`config.mk`:
```
export PLATFORM = sky130hd
export DESIGN_NAME = pfd_antibacklash
export DESIGN_NICKNAME = d
export VERILOG_FILES = /design/src/rtl/pfd_pkg.sv /design/src/rtl/edge_pulse.sv /design/src/rtl/ref_divider.sv /design/src/rtl/pfd_core.sv /design/src/rtl/lock_mon.sv /design/src/rtl/pfd_antibacklash.sv
export SDC_FILE = /design/constraint.sdc
export NUM_CORES = 1
export LEC_CHECK = 0
export CAP_MARGIN = 10
export CORE_MARGIN = 2
export CORE_UTILIZATION = 54
export DETAILED_ROUTE_END_ITERATION = 8
export GPL_TIMING_DRIVEN = 0
export PLACE_DENSITY = 0.82
export SYNTH_ARGS = -nofsm -noshare
export SYNTH_HDL_FRONTEND = slang
export SYNTH_SLANG_ARGS = --single-unit
export TNS_END_PERCENT = 50
```
`constraint.sdc`:
```
create_clock -name clk -period 11.8 [get_ports clk]
set_input_delay 2.36 -clock clk [delete_from_list [all_inputs] [get_ports clk]]
set_output_delay 2.36 -clock clk [all_outputs]
set_load 0.02 [all_outputs]
```
`src/rtl/pfd_pkg.sv`:
```
package pfd_pkg;
  typedef enum logic [1:0] {
    STAT_LOCK  = 2'b00,
    STAT_REFTK = 2'b01,
    STAT_FBTK  = 2'b10,
    STAT_ZERO  = 2'b11
  } stat_sel_e;
endpackage

```
`src/rtl/edge_pulse.sv`:
```
module edge_pulse (
  input  logic clk,
  input  logic rst_n,
  input  logic en,
  input  logic sig,
  output logic tick
);
  logic sig_q, sig_q_n;
  logic tick_q, tick_n;

  always_comb begin
    sig_q_n = sig;
    tick_n  = en & sig & ~sig_q;
  end

  always_ff @(posedge clk or negedge rst_n) begin
    if (!rst_n) begin
      sig_q  <= 1'b0;
      tick_q <= 1'b0;
    end else begin
      sig_q  <= sig_q_n;
      tick_q <= tick_n;
    end
  end

  assign tick = tick_q;

  // a rising edge needs a low sample in between, so ticks never repeat back to back
  assert_tick_single_R2: assert property (@(posedge clk) disable iff (!rst_n)
    tick_q |=> !tick_q);
endmodule

```
`src/rtl/ref_divider.sv`:
```
module ref_divider #(
  parameter int RW = 14
) (
  input  logic          clk,
  input  logic          rst_n,
  input  logic          en,
  input  logic          rise_tick,
  input  logic [RW-1:0] ratio,
  output logic          div_tick
);
  logic [RW-1:0] cnt_q, cnt_n;
  logic [RW-1:0] limit;
  logic          hit;

  always_comb begin
    limit = (ratio == '0) ? '0 : ratio - 1'b1;
    hit   = (cnt_q >= limit);
    cnt_n = cnt_q;
    if (!en)            cnt_n = '0;
    else if (rise_tick) cnt_n = hit ? '0 : cnt_q + 1'b1;
  end

  always_ff @(posedge clk or negedge rst_n) begin
    if (!rst_n) cnt_q <= '0;
    else        cnt_q <= cnt_n;
  end

  assign div_tick = en & rise_tick & hit;

  assert_idle_count_R1: assert property (@(posedge clk) disable iff (!rst_n)
    !en |=> (cnt_q == '0));
endmodule

```
`src/rtl/pfd_core.sv`:
```
module pfd_core (
  input  logic       clk,
  input  logic       rst_n,
  input  logic       en,
  input  logic [1:0] abp,
  input  logic       ref_tick,
  input  logic       fb_tick,
  output logic       up,
  output logic       dn,
  output logic       cmp_done
);
  logic       up_q, up_n, dn_q, dn_n;
  logic [1:0] rcnt_q, rcnt_n;
  logic       both, done;

  always_comb begin
    both   = up_q & dn_q;
    done   = both & (rcnt_q >= abp);
    up_n   = up_q | ref_tick;
    dn_n   = dn_q | fb_tick;
    rcnt_n = rcnt_q;
    if (!en) begin
      up_n   = 1'b0;
      dn_n   = 1'b0;
      rcnt_n = '0;
    end else if (done) begin
      up_n   = ref_tick;
      dn_n   = fb_tick;
      rcnt_n = '0;
    end else if (both) begin
      rcnt_n = rcnt_q + 1'b1;
    end
  end

  always_ff @(posedge clk or negedge rst_n) begin
    if (!rst_n) begin
      up_q   <= 1'b0;
      dn_q   <= 1'b0;
      rcnt_q <= '0;
    end else begin
      up_q   <= up_n;
      dn_q   <= dn_n;
      rcnt_q <= rcnt_n;
    end
  end

  assign up       = up_q;
  assign dn       = dn_q;
  assign cmp_done = en & done;

  assert_ref_sets_up_R2: assert property (@(posedge clk) disable iff (!rst_n)
    (en && ref_tick) |=> up_q);
  assert_fb_sets_dn_R2: assert property (@(posedge clk) disable iff (!rst_n)
    (en && fb_tick) |=> dn_q);
  assert_overlap_end_R3: assert property (@(posedge clk) disable iff (!rst_n)
    (en && up_q && dn_q && rcnt_q >= abp && !ref_tick && !fb_tick) |=> (!up_q && !dn_q));
endmodule

```
`src/rtl/lock_mon.sv`:
```
module lock_mon #(
  parameter int LOCK_N = 4,
  parameter int WIN    = 2,
  parameter int SKW    = 8
) (
  input  logic clk,
  input  logic rst_n,
  input  logic en,
  input  logic up,
  input  logic dn,
  input  logic cmp_done,
  output logic lock
);
  localparam int LKW = $clog2(LOCK_N + 1);
  localparam logic [SKW-1:0] WIN_V  = SKW'(WIN);
  localparam logic [SKW-1:0] SKW_MX = '1;
  localparam logic [LKW-1:0] LK_TOP = LKW'(LOCK_N);

  logic [SKW-1:0] skew_q, skew_n;
  logic [LKW-1:0] lk_q, lk_n;
  logic           one_side, fail, good;

  always_comb begin
    one_side = up ^ dn;
    fail     = one_side & (skew_q >= WIN_V);
    good     = cmp_done & (skew_q <= WIN_V);
    skew_n   = skew_q;
    if (!en || cmp_done)                skew_n = '0;
    else if (one_side && skew_q != SKW_MX) skew_n = skew_q + 1'b1;
    lk_n = lk_q;
    if (!en || fail)                    lk_n = '0;
    else if (good && lk_q != LK_TOP)    lk_n = lk_q + 1'b1;
  end

  always_ff @(posedge clk or negedge rst_n) begin
    if (!rst_n) begin
      skew_q <= '0;
      lk_q   <= '0;
    end else begin
      skew_q <= skew_n;
      lk_q   <= lk_n;
    end
  end

  assign lock = (lk_q == LK_TOP);

  assert_skew_drop_R9: assert property (@(posedge clk) disable iff (!rst_n)
    (en && (up ^ dn) && skew_q >= WIN_V) |=> !lock);
  assert_lock_rise_R8: assert property (@(posedge clk) disable iff (!rst_n)
    $rose(lock) |-> $past(cmp_done));
endmodule

```
`src/rtl/pfd_antibacklash.sv`:
```
module pfd_antibacklash #(
  parameter int RW     = 14,
  parameter int CW     = 3,
  parameter int LOCK_N = 4,
  parameter int WIN    = 2
) (
  input  logic          clk,
  input  logic          rst_n,
  input  logic          ref_in,
  input  logic          fb_in,
  input  logic [RW-1:0] ref_ratio,
  input  logic [1:0]    abp_sel,
  input  logic          chip_en,
  input  logic          pd_bit,
  input  logic [CW-1:0] cur_set_a,
  input  logic [CW-1:0] cur_set_b,
  input  logic          cur_pick,
  input  logic [1:0]    stat_sel,
  output logic          pump_up,
  output logic          pump_dn,
  output logic          pump_hiz,
  output logic [CW-1:0] cur_sel_out,
  output logic          lock_det,
  output logic          stat_out
);
  import pfd_pkg::*;

  logic [1:0] rs_q, rs_n;
  logic       rst_i_n;
  logic       active;
  logic       ref_rise, ref_tick, fb_tick;
  logic       up, dn, cmp_done, lock;
  stat_sel_e  ssel;

  always_comb rs_n = {rs_q[0], 1'b1};

  always_ff @(posedge clk or negedge rst_n) begin
    if (!rst_n) rs_q <= 2'b00;
    else        rs_q <= rs_n;
  end

  assign rst_i_n = rs_q[1];
  assign active  = chip_en & ~pd_bit;

  edge_pulse u_ref_edge (
    .clk(clk), .rst_n(rst_i_n), .en(active), .sig(ref_in), .tick(ref_rise)
  );

  edge_pulse u_fb_edge (
    .clk(clk), .rst_n(rst_i_n), .en(active), .sig(fb_in), .tick(fb_tick)
  );

  ref_divider #(.RW(RW)) u_rdiv (
    .clk(clk), .rst_n(rst_i_n), .en(active), .rise_tick(ref_rise),
    .ratio(ref_ratio), .div_tick(ref_tick)
  );

  pfd_core u_core (
    .clk(clk), .rst_n(rst_i_n), .en(active), .abp(abp_sel),
    .ref_tick(ref_tick), .fb_tick(fb_tick),
    .up(up), .dn(dn), .cmp_done(cmp_done)
  );

  lock_mon #(.LOCK_N(LOCK_N), .WIN(WIN)) u_lock (
    .clk(clk), .rst_n(rst_i_n), .en(active), .up(up), .dn(dn),
    .cmp_done(cmp_done), .lock(lock)
  );

  always_comb begin
    ssel        = stat_sel_e'(stat_sel);
    pump_up     = up & active;
    pump_dn     = dn & active;
    pump_hiz    = ~active;
    cur_sel_out = cur_pick ? cur_set_b : cur_set_a;
    lock_det    = lock;
    case (ssel)
      STAT_LOCK:  stat_out = lock;
      STAT_REFTK: stat_out = ref_tick;
      STAT_FBTK:  stat_out = fb_tick;
      default:    stat_out = 1'b0;
    endcase
  end

  assert_idle_pump_R5: assert property (@(posedge clk) disable iff (!rst_i_n)
    !chip_en |-> (!pump_up && !pump_dn && pump_hiz));
  assert_swpd_idle_R6: assert property (@(posedge clk) disable iff (!rst_i_n)
    (chip_en && pd_bit) |=> !lock_det);
endmodule

```
==> metrics.md, run 1 <==
| Metric | Value |
|---|---|
| Pwr dens | `just under 90 mW/mm^2` |
| Clock insertion delay at the later pin of the skew report | `0.30 ns` |
| Clock-pin transition on the worst setup and hold timing paths | `about 0.070 ns` |
| Leakage | `between 1 and 1.5 nW` |
| Most common cell after layout, fill and taps aside | `clkdlybuf4s50_1` |
| Share of post-route cells with drive strength above 1 | `a little under a tenth` |
| Buffers and inverters on the worst path | `4` |
| Starting Density | `approximately 57%` |
| Post-Syn Area | `between 0.002 and 0.0025 mm^2` |
| Fin area | `around 0.003 mm^2` |
| Seq. cell area | `roughly 880 um^2` |
| RSZ-0062 raised after global routing | `no` |
| Placed Cells | `around 370` |
| #FFs+latches synth | `35` |
| Hpwl dp | `a little under 4 mm` |
| Total Die Area | `slightly above 0.005 mm^2` |
| Post-route setup slack | `between 3 and 4 ns` |
| Vias | `2129` |
| Final WL | `5.22 mm` |
| Worst Path Required | `about 9.4 ns` |
| Critical Path Start Type | `input port` |
| Drt pass-1 iters | `4` |
| Post-cts resize count | `0` |
| Filler cell count in the final layout | `353` |
| RD Place Congestion | `0.872` |
| Max-cap violations | `0` |
| Area Overhead vs Synth | `23.7%` |
| Cells after Synth | `276` |
| Die Y-Extent | `72.0 um` |
| Synth Area in Adders | `11.5%` |
| Row count | `24` |
| Gr usage total | `a little over a fifth` |
| Worst hold path class | `flip-flop to asynchronous set/reset pin` |
| Main synth FF type | `dfrtp_1` |
| Final net count | `approximately 380` |
| CTS Hold Buffers Added | `0` |
| Hold Fails Final Rpt | `0` |
| Post-place setup slack | `3.09 ns` |
| Post-synthesis compound-gate area fraction | `between 15 and 20%` |
| Syn_area_per_cell | `approximately 9.0 um^2` |
| Slew Limit Fails | `0` |
| Final core occ | `69.9%` |
| Critical Path Slowest Stage Cell | `clkdlybuf4s50_1` |
| Peak supply drop | `0.106 mV` |
| CTS max path bufs | `2` |
| CTS H-tree depth | `2` |
| Initial antenna violation count | `0` |
| Final ANT Viol Nets | `0` |
| First-pass GRT wire length | `8.86 mm` |
| Vias in the first global route | `2070` |
| Delay-heaviest family, CP | `buffers and inverters` |
| Port bufs | `38` |
| Cell Area, Placed | `0.00297 mm^2` |
| Antenna cells | `0` |
| Final period util | `approximately three quarters` |
| Netlist cell types | `51` |
| Number of synthesized flops with an enable pin | `0` |
| Multi-input logic area | `0.00153 mm^2` |
| Worst Path Arrival | `between 6 and 7 ns` |
| Sequential element share of the synthesized area | `35.1%` |
| CP Class | `input port to output pin` |
| CTS Buf Count | `5` |
| Final Setup Violations | `0` |
| # DRC | `0` |
| Clock root cell | `clkbuf_8` |
| CP endpoint kind | `output pin` |
| CTS tree | `yes` |
| 1st-iter DRT viols | `109` |
| Final Critical Period | `approximately 8.7 ns` |
| Largest family of logic cells by synthesized area | `simple AND/OR/NAND/NOR gates` |
| Non-filler cells, final | `between 300 and 400` |
| Tot Pwr | `0.270 mW` |
| Post-synthesis async set-or-reset flop share | `100%` |
| Post-synthesis simple-gate area fraction | `approximately a quarter` |
| Relative slew slack | `52.6%` |
| Xor/xnor share of the synthesized area | `under 10%` |
| Most frequent cells in the layout | `38 x clkdlybuf4s50_1, 35 x dfrtp_1, 34 x nand2_1` |
| Clk_skew | `~0.012 ns` |
| Grt total ovfl | `0` |
| Clock sinks | `35` |
| Hold_ws | `0.290 ns` |
| CP max FO | `10` |
| Critical path's most frequent cell | `clkdlybuf4s50_1` |
| Postcts setup bufs | `0` |
| Mux cell area share after synthesis | `between 2 and 2.5%` |
| Largest stage delay on the critical path | `0.63 ns` |
| FMAX | `115 MHz` |
| I/O Pins | `39` |
| Core Box Area | `between 0.004 and 0.005 mm^2` |
| CP cell instances | `clkdlybuf4s50_1 > or4_4 > nor4_4 > nand2b_1 > or3_4 > buf_6 > nand2_1 > ha_1 > nand4_1 > o21bai_1 > a311o_1 > clkbuf_1 > a21o_1 > o22ai_1 > clkdlybuf4s50_1` |
| DR WL/cell | `13.9 um` |
| Mapped Nets | `330` |
| Largest net degree at the start of global routing | `20` |
| Fin Setup TNS | `0 ns` |
| Via density | `around 5.7` |
| Die span in x | `roughly 70 um` |
| Synth warn | `0` |
| Status | `complete, no violations` |
| Worst slew pin tran | `around 0.7 ns` |
-- worst paths after layout --
path	slack, ns	start	to	depth (start not counted)
hold / removal	0.29	rs_q[1]	u_lock.skew_q[5]	0
setup reg to reg	9.26	u_rdiv.cnt_q[9]	u_rdiv.cnt_q[6]	8
min in group clk	0.35	rs_q[0]	rs_q[1]	0
hold reg to reg	0.29	rs_q[1]	u_lock.skew_q[5]	0
max in group asynchronous	9.46	rst_n	rs_q[0]	1
setup / recovery	3.08	ref_ratio[5]	stat_out	15
-- cells in the mapped netlist, types with 7 or more instances --
master    number  area, um^2
a21oi_1       12        60.1
a31oi_1        8        50.1
dfrtp_1       35         876
ha_1          23         288
inv_1         12        45.0
nand2_1       34         128
nand2b_1       7        43.8
nand3_1        9        45.0
nor2_1        26        97.6
xor2_1        12         105
-- where the power goes --
part | leakage, nW | internal [mW] | total (mW) | switching, mW
combinational | 0.855 | 0.0189 | 0.0345 | 0.0156
sequential | 0.479 | 0.121 | 0.122 | 0.00156
clock | 0.0612 | 0.0683 | 0.113 | 0.0445
total | 1.40 | 0.208 | 0.270 | 0.0616
-- logic make-up after synthesis --
| logic type | count (synthesis) |
|---|---|
| DFF | 35 |
| adders and majority gates | 23 |
| AOI/OAI and AO/OA | 54 |
| xor gates and xnor gates | 16 |
| muxes | 5 |
| other | 1 |
| and+or+nand+nor | 124 |
| buffers and inverters | 18 |
-- state kept, by name (all words and copies together), names as in the netlist --
register / count
u_lock.lk_q: 3
u_ref_edge.tick: 1
u_core.up: 1
u_fb_edge.sig_q: 1
u_rdiv.cnt_q: 14
rs_q: 2
u_fb_edge.tick: 1
u_ref_edge.sig_q: 1
u_core.dn: 1
u_core.rcnt_q: 2
u_lock.skew_q: 8
-- layer usage --
metal / track usage (%) / up-vias / part of all wire (%)
met2: 35.8 / 55 / 45
met1: 27.9 / 983 / 48
met5: 0 / - / 0
li1: - / 1082 / -
met4: 8.39 / 0 / 2.1
met3: 4.58 / 9 / 5.2
-- layout make-up --
type | instances | area share (%)
clock buffers | 6 | 2.68
flip-flops and latches | 35 | 28.4
repair buffers | 39 | 13.2
plain buffers | 6 | 1.34
inverters | 12 | 1.46
multi-input cells | 223 | 49.7
well taps | 52 | 2.11
clock inverters | 2 | 1.13
-- worst reg2reg max path, stage by stage, from the launching register on --
cell       delay, ns
dfrtp_1         0.46
ha_1            0.37
a21oi_2         0.15
o21ai_2         0.10
a2111oi_4       0.72
nand2_4         0.15
buf_6           0.18
o21a_1          0.19
a21oi_2         0.14
(Power assumes the default switching activity.)
==> inputs of run 2 (changes only) <==
--- a/config.mk
+++ b/config.mk
@@ -7,10 +7,10 @@
 export LEC_CHECK = 0
 export CAP_MARGIN = 10
 export CORE_MARGIN = 2
-export CORE_UTILIZATION = 54
+export CORE_UTILIZATION = 49
 export DETAILED_ROUTE_END_ITERATION = 8
 export GPL_TIMING_DRIVEN = 0
-export PLACE_DENSITY = 0.82
+export PLACE_DENSITY = 0.79
 export SYNTH_ARGS = -nofsm -noshare
 export SYNTH_HDL_FRONTEND = slang
 export SYNTH_SLANG_ARGS = --single-unit
==> constraint.sdc (replaced) <==
create_clock -name clk -period 7.2 [get_ports clk]
set_input_delay 1.44 -clock clk [delete_from_list [all_inputs] [get_ports clk]]
set_output_delay 1.44 -clock clk [all_outputs]
set_load 0.02 [all_outputs]
==> metrics.md, run 2 (synthesized netlist as in run 1, its figures left out) <==
| Metric | Value |
|---|---|
| Reg2reg path depth | `8` |
| Die span in x | `75.4 um` |
| Die Y-Extent | `75.4 um` |
| Hpwl dp | `4.00 mm` |
| Most flops, register | `u_rdiv.cnt_q` |
| Max-cap violations | `0` |
| Tot Pwr | `between 0.3 and 0.4 mW` |
| Gr usage total | `slightly below 20%` |
| Clock root cell | `clkbuf_8` |
| # DRC | `0` |
| FMAX | `between 100 and 150 MHz` |
| CTS tree | `yes` |
| Fin area | `0.00307 mm^2` |
| Core Box Area | `0.00482 mm^2` |
| Via density | `around 5.5` |
| Worst slew pin tran | `around 0.71 ns` |
| Met3 Use GR | `3.44%` |
| Final WL | `slightly above 5 mm` |
| GRT met1 Usage | `between 20% and 30%` |
| Worst Path Arrival | `5.46 ns` |
| Final net count | `approximately 380` |
| Clock sinks | `35` |
| 1st-iter DRT viols | `65` |
| Drt pass-1 iters | `4` |
| GR met2 Demand/Resource | `between 30% and 40%` |
| Leakage | `between 1 and 1.5 nW` |
| First-pass GRT wire length | `8.54 mm` |
| Post-route setup slack | `between 0.2 and 0.3 ns` |
| Slew Limit Fails | `0` |
| Cell Area, Placed | `roughly 0.0030 mm^2` |
| Postcts setup bufs | `0` |
| Peak supply drop | `about 0.14 mV` |
| Worst Path Required | `5.76 ns` |
| Area Overhead vs Synth | `23.0%` |
| CP Class | `input port to output pin` |
| Starting Density | `between 50% and 60%` |
| Status | `complete, no violations` |
| CTS Hold Buffers Added | `0` |
| I/O Pins | `39` |
| RR Startpoint | `u_rdiv.cnt_q[9]` |
| Largest net degree at the start of global routing | `23` |
| Global route hottest layer | `met2` |
| RD Place Congestion | `approximately 0.8` |
| Antenna cells | `0` |
| Initial antenna violation count | `0` |
| Vias in the first global route | `around 2000` |
| Row count | `25` |
| Final Critical Period | `6.90 ns` |
| Grt total ovfl | `0` |
| CTS Buf Count | `5` |
| Worst hold path class | `flip-flop to asynchronous set/reset pin` |
| Max FFs per register | `14` |
| Most common cell after layout, fill and taps aside | `clkdlybuf4s50_1` |
| DR WL/cell | `between 10 and 15 um` |
| Total Die Area | `about 0.0057 mm^2` |
| Critical Path Start Type | `input port` |
| Most frequent cells in the layout | `38 x clkdlybuf4s50_1, 35 x dfrtp_1, 34 x nand2_1` |
| Clk_skew | `between 0.01 and 0.015 ns` |
| Post-place setup slack | `around 0.30 ns` |
| Relative slew slack | `between 50% and 60%` |
| R2r endpoint | `u_rdiv.cnt_q[6]` |
| Fin Setup TNS | `0 ns` |
| Port bufs | `38` |
| Final ANT Viol Nets | `0` |
| Final Setup Violations | `0` |
| Vias | `between 2000 and 2500` |
| Post-cts resize count | `0` |
| Share of post-route cells with drive strength above 1 | `under 10%` |
| CP max FO | `10` |
| CTS H-tree depth | `2` |
| Pwr dens | `around 130 mW/mm^2` |
| Largest registers | `u_rdiv.cnt_q (14), u_lock.skew_q (8), u_lock.lk_q (3)` |
| Reg-to-reg setup timing slack | `4.71 ns` |
| Clock-pin transition on the worst setup and hold timing paths | `0.06 ns` |
| CP endpoint kind | `output pin` |
| RSZ-0062 raised after global routing | `no` |
| Hold Fails Final Rpt | `0` |
| Final period util | `between 90% and 100%` |
| Clock insertion delay at the later pin of the skew report | `between 0.2 and 0.3 ns` |
| Hold_ws | `between 0.2 and 0.25 ns` |
| CTS max path bufs | `2` |
[run 2: worst max path at each step]
stage	startpoint	endpoint	slack [ns]	cells past startpoint
2_1_floorplan	ref_ratio[5]	stat_out	1.52	13
3_3_place_gp	ref_ratio[5]	stat_out	0.32	15
3_5_place_dp	ref_ratio[5]	stat_out	0.30	15
4_1_cts	ref_ratio[5]	stat_out	0.28	15
5_1_grt	ref_ratio[5]	stat_out	0.08	14
6_report	ref_ratio[5]	stat_out	0.30	15
[run 2: cell type report]
| class | count | area [um^2] |
|---|---|---|
| timing repair buffer | 39 | 408 |
| multi-input combinational | 223 | 1530 |
| fill | 424 | 1750 |
| clock buffer | 5 | 68.8 |
| tap | 67 | 83.8 |
| buffer | 6 | 41.3 |
| inverter | 12 | 45.0 |
| clock inverter | 2 | 13.8 |
| sequential | 35 | 876 |
[run 2: metal layers]
layer  wire length [um]  share of wire [%]
met5                  0                  0
met4                 66                1.3
met3                295                5.7
met2               2320                 45
met1               2450                 48
[run 2: through the flow]
| stage | std cells | util [%] |
|---|---|---|
| final | 389 | 63.7 |
| after global routing | 389 | 63.7 |
| after global placement | 381 | 61.5 |
| after floorplan | 276 | - |
| after CTS | 389 | 63.7 |
| after detailed placement | 382 | 62.0 |
[run 2: report_power, final]
group / switching (mW) / total (mW) / leakage (nW) / internal [mW]
clock network: 0.0699 / 0.136 / 0.0440 / 0.0660
logic: 0.0259 / 0.0569 / 0.855 / 0.0311
registers: 0.00224 / 0.200 / 0.479 / 0.198
total: 0.0979 / 0.393 / 1.38 / 0.295
[run 2: worst max-delay path: stages]
cell and delay [ns]:
clkdlybuf4s50_1 0.50, or4_4 0.61, nor4_4 0.17, nand2b_1 0.11
or3_4 0.39, buf_6 0.15, nand2_1 0.06, ha_1 0.16
nand4_1 0.13, o21bai_1 0.18, a311o_1 0.31, clkbuf_1 0.25
a21o_1 0.25, o22ai_1 0.12, clkdlybuf4s50_1 0.62
